$ cat src/rtl/priv_pkg.sv
package priv_pkg;
  typedef enum logic [1:0] {
    LVL_KERNEL = 2'b00,
    LVL_SUPER  = 2'b01,
    LVL_USER   = 2'b10
  } priv_lvl_e;
endpackage

$ cat src/rtl/priv_level_decode.sv
module priv_level_decode
  import priv_pkg::*;
(
  input  logic       exl,
  input  logic       erl,
  input  logic [1:0] ksu,
  output priv_lvl_e  lvl
);
  always_comb begin
    if (exl || erl) begin
      lvl = LVL_KERNEL;
    end else begin
      unique case (ksu)
        2'b00:   lvl = LVL_KERNEL;
        2'b01:   lvl = LVL_SUPER;
        default: lvl = LVL_USER;   // 10 and the undefined 11
      endcase
    end
  end
endmodule

$ cat src/rtl/granule_cross_check.sv
module granule_cross_check #(
  parameter int ADDR_W    = 64,
  parameter int GRAN_LOG2 = 4
) (
  input  logic [ADDR_W-1:0] addr,
  input  logic [1:0]        size_code,
  output logic              crosses
);
  localparam int SPAN_W = 4;
  logic [SPAN_W-1:0] last_off;   // width in bytes minus one
  logic [ADDR_W:0]   end_addr;

  always_comb begin
    last_off = SPAN_W'((1 << size_code) - 1);
    end_addr = {1'b0, addr} + {{(ADDR_W+1-SPAN_W){1'b0}}, last_off};
    crosses  = end_addr[ADDR_W:GRAN_LOG2] != {1'b0, addr[ADDR_W-1:GRAN_LOG2]};
  end
endmodule

$ cat src/rtl/sext_word_check.sv
module sext_word_check #(
  parameter int DATA_W = 64,
  parameter int WORD_W = 32
) (
  input  logic [DATA_W-1:0] value,
  output logic              is_word
);
  localparam int TOP_W = DATA_W - WORD_W + 1;
  logic [TOP_W-1:0] upper;
  always_comb begin
    upper   = value[DATA_W-1:WORD_W-1];
    is_word = (upper == '0) || (upper == '1);
  end
endmodule

$ cat src/rtl/priv_access_check.sv
module priv_access_check
  import priv_pkg::*;
#(
  parameter int ADDR_W    = 64,
  parameter int DATA_W    = 64,
  parameter int WORD_W    = 32,
  parameter int GRAN_LOG2 = 4
) (
  input  logic              clk,
  input  logic              rst,
  input  logic              exl_i,
  input  logic              erl_i,
  input  logic [1:0]        ksu_i,
  input  logic              cu0_i,
  input  logic              cop0_req_i,
  input  logic              acc_valid_i,
  input  logic [ADDR_W-1:0] addr_i,
  input  logic [1:0]        size_i,
  input  logic [DATA_W-1:0] data_i,
  output logic [1:0]        level_o,
  output logic              cop_unusable_o,
  output logic [1:0]        ce_o,
  output logic              align_fault_o,
  output logic              word_ok_o
);
  priv_lvl_e lvl_c;
  logic      cross_c;
  logic      word_c;
  logic      cop_fault_c;

  priv_level_decode u_lvl (
    .exl (exl_i),
    .erl (erl_i),
    .ksu (ksu_i),
    .lvl (lvl_c)
  );

  granule_cross_check #(.ADDR_W(ADDR_W), .GRAN_LOG2(GRAN_LOG2)) u_gran (
    .addr      (addr_i),
    .size_code (size_i),
    .crosses   (cross_c)
  );

  sext_word_check #(.DATA_W(DATA_W), .WORD_W(WORD_W)) u_sext (
    .value   (data_i),
    .is_word (word_c)
  );

  assign cop_fault_c = cop0_req_i && (lvl_c != LVL_KERNEL) && !cu0_i;

  always_ff @(posedge clk) begin
    if (rst) begin
      level_o        <= LVL_KERNEL;
      cop_unusable_o <= 1'b0;
      ce_o           <= 2'b00;
      align_fault_o  <= 1'b0;
      word_ok_o      <= 1'b0;
    end else begin
      level_o        <= lvl_c;
      cop_unusable_o <= cop_fault_c;
      ce_o           <= 2'b00;   // fault always names coprocessor 0
      align_fault_o  <= acc_valid_i && cross_c;
      word_ok_o      <= word_c;
    end
  end
endmodule

$ cat config.mk
export PLATFORM = sky130hd
export DESIGN_NAME = priv_access_check
export DESIGN_NICKNAME = d
export VERILOG_FILES = /design/src/rtl/priv_pkg.sv /design/src/rtl/priv_level_decode.sv /design/src/rtl/granule_cross_check.sv /design/src/rtl/sext_word_check.sv /design/src/rtl/priv_access_check.sv
export SDC_FILE = /design/constraint.sdc
export NUM_CORES = 1
export LEC_CHECK = 0
export ABC_AREA = 0
export BUFFER_PORTS_ARGS = -buffer_cell sky130_fd_sc_hd__buf_2
export CORE_MARGIN = 5
export CORE_UTILIZATION = 16
export CTS_BUF_LIST = sky130_fd_sc_hd__clkbuf_16
export CTS_CLUSTER_DIAMETER = 50
export CTS_CLUSTER_SIZE = 10
export DETAILED_ROUTE_END_ITERATION = 16
export PLACE_DENSITY_LB_ADDON = 0.12
export SLEW_MARGIN = 15
export SYNTH_ARGS = -nofsm -noshare
export SYNTH_HDL_FRONTEND = slang
export SYNTH_SLANG_ARGS = --single-unit
$ cat constraint.sdc
create_clock -name clk -period 1.3 [get_ports clk]
set_input_delay 0.065 -clock clk [delete_from_list [all_inputs] [get_ports clk]]
set_output_delay 0.065 -clock clk [all_outputs]
set_load 0.005 [all_outputs]
==> results.sh <==
export IMPL_status="finished, final reports clean"
export IMPL_final_cell_area_um2=781
export IMPL_synth_mux_area_frac=0
export IMPL_crit_type="in -> reg"
export IMPL_ctsHoldBuffers=0
export IMPL_ys_ff_latch=5
export IMPL_fin_crit_ns=1.13
export IMPL_required_ns=1.46
export IMPL_place_area_um2=702
export IMPL_synth_cell_area_um2=399
export IMPL_crit_path_end_kind="flip-flop"
export IMPL_synth_compound_area_share=0.103
export IMPL_tritoncts="built"
export IMPL_peakVddDrop_mv=0.653
export IMPL_die_w_um=59.9
export IMPL_synth_cell_type_count=22
export IMPL_synth_edff_count=0
export IMPL_grt_pass1_wl_mm=2.39
export IMPL_n_antenna_cell=0
export IMPL_cp_start_kind="primary input"
export IMPL_hold_path_class="in -> reg"
export IMPL_crit_buf_inv=1
export IMPL_clk_pin_slew_worst_paths_ns=0.03
export IMPL_drt_iter0_markers=22
export IMPL_grt_max_degree=4
export IMPL_drc=0
export IMPL_num_fill_cells=290
export IMPL_path_common_cell="or4_1"
export IMPL_slowest_stage="or4_1"
export IMPL_syn_inst=52
export IMPL_fin_cells=140
export IMPL_hold_viol_final=0
export IMPL_synthFlopType="dfxtp_1"
export IMPL_io_pins=146
export IMPL_post_cts_buffers=0
export IMPL_routed_wl_mm=1.59
export IMPL_rsz0062_at_grt="false"
export IMPL_vias=626
export IMPL_cap_violations=0
export IMPL_antenna_found_initial=0
export IMPL_htreeDepth=1
export IMPL_layout_drive_gt1_share=0.518
export IMPL_crit_chain="buf_2, or4_1, or4_1, o21ai_1"
export IMPL_start_util=0.164
export IMPL_cp_top_family="simple AND/OR/NAND/NOR gates"
export IMPL_synth_xor_xnor_area_share=0
export IMPL_ys_top_cells_by_area="dfxtp_1, nand4_1, nor4_1"
export IMPL_cp_max_fo=2
export IMPL_post_route_period_util=0.866
export IMPL_worst_path_largest_cell_delay_ns=0.49
export IMPL_synthArstFlopShare=0
export IMPL_nets=253
export IMPL_yosysTopAreaCellShare=0.251
export IMPL_drtAntennaViolNets=0
export IMPL_p_leak_uw=0.000379
export IMPL_setup_viol=0
export IMPL_dr_pass1_iters=4
export IMPL_cts_resized=0
export IMPL_hold_depth=2
export IMPL_io_buffer_count=53
export IMPL_synth_top_cell_by_area="dfxtp_1"
export IMPL_crit_cells=4
export IMPL_max_freq_ghz=0.889
export IMPL_cts_buffers=3
export IMPL_synth_top_family_by_area="simple AND/OR/NAND/NOR gates"
export IMPL_grt_total_usage=0.0934
export IMPL_viasPerCell=4.47
export IMPL_grt_pass1_vias=618
export IMPL_overflow=0
export IMPL_synthSimpleGateAreaFrac=0.486
export IMPL_dp_hpwl_mm=1.45
export IMPL_dieHeight_um=59.9
export IMPL_clk_path_buf_depth=2
export IMPL_avgSynthCellArea_um2=7.68
export IMPL_synthAdderAreaFrac=0.0940
export IMPL_cp_arrival_ns=1.28
export IMPL_place_inst=136
export IMPL_powerDensity_mw_per_mm2=1010
export IMPL_root_buffer="clkbuf_16"
export IMPL_fp_dieArea_mm2=0.00359
export IMPL_maxSlewViolCount=0
export IMPL_core_area_mm2=0.00243
export IMPL_yosys_warnings=0
export IMPL_clkSinkCount=5
export IMPL_routabilityCongestion=0.631
export IMPL_row_count=18
export IMPL_wl_per_cell_um=11.4
export IMPL_area_growth_pct=95.6
export IMPL_synth_seq_area_share=0.251
export IMPL_synth_commonest_cells="nand4_1, nor4_1, dfxtp_1, ha_1, nor2_1"
per-layer routing:
metal  share of wire  track usage
met2            0.43        0.140
met1            0.39       0.0999
met3            0.15       0.0410
met5               0            0
met4           0.026       0.0759
path summary, 6_finish.rpt:
kind	start	slack, ns	end
max	data_i[40]	0.17	word_ok_o
min	cu0_i	0.0008	cop_unusable_o
registers in the layout, indices dropped and copies added (netlist names):
register and flops:
align_fault_o 1, level_o 2, cop_unusable_o 1, word_ok_o 1
cell usage in the layout, fill, tap and decap left out, types with 3 or more instances in the layout:
master     netlist  routed
buf_2            0      53
clkbuf_16        0       3
conb_1           1       3
dfxtp_1          5       5
ha_1             3       3
inv_1            2       3
nand4_1          8       8
nor2_1           3       3
nor4_1           8       8
report_power, final:
group	total, uW	internal (uW)	switching (uW)
Clock	499	398	101
Sequential	159	158	1.08
Combinational	133	75.6	57.2
cells by family after synthesis:
| logic type | count (synthesis) |
|---|---|
| simple gates | 32 |
| compound gates | 7 |
| flops | 5 |
| buf+inv | 4 |
| fa+ha+maj | 3 |
| other cells | 1 |
area by class of cell:
type	count	area [um^2]	area share
Clock buffer	3	75.1	0.0962
Clock inverter	1	3.75	0.00481
Inverter	2	7.51	0.00962
Multi-Input combinational cell	45	284	0.364
Sequential cell	5	100	0.128
Tap cell	30	37.5	0.0481
Timing Repair Buffer	54	273	0.349
metrics by stage:
| step | setup TNS [ns] | hold WS (ns) | setup slack [ns] | total power, uW | util |
|---|---|---|---|---|---|
| 6_report | 0 | 0.000836 | 0.175 | 791 | 0.321 |
| 3_3_place_gp | -0.0533 | 0.232 | -0.0533 | 291 | 0.289 |
| 5_1_grt | 0 | 0.00245 | 0.121 | 833 | 0.321 |
| 3_5_place_dp | -0.0647 | 0.239 | -0.0647 | 294 | 0.289 |
| 2_1_floorplan | 0 | 0.141 | 0.108 | 201 | - |
| 4_1_cts | 0 | 0.000364 | 0.175 | 804 | 0.321 |
Note: power is estimated with default switching activity, not from simulation.
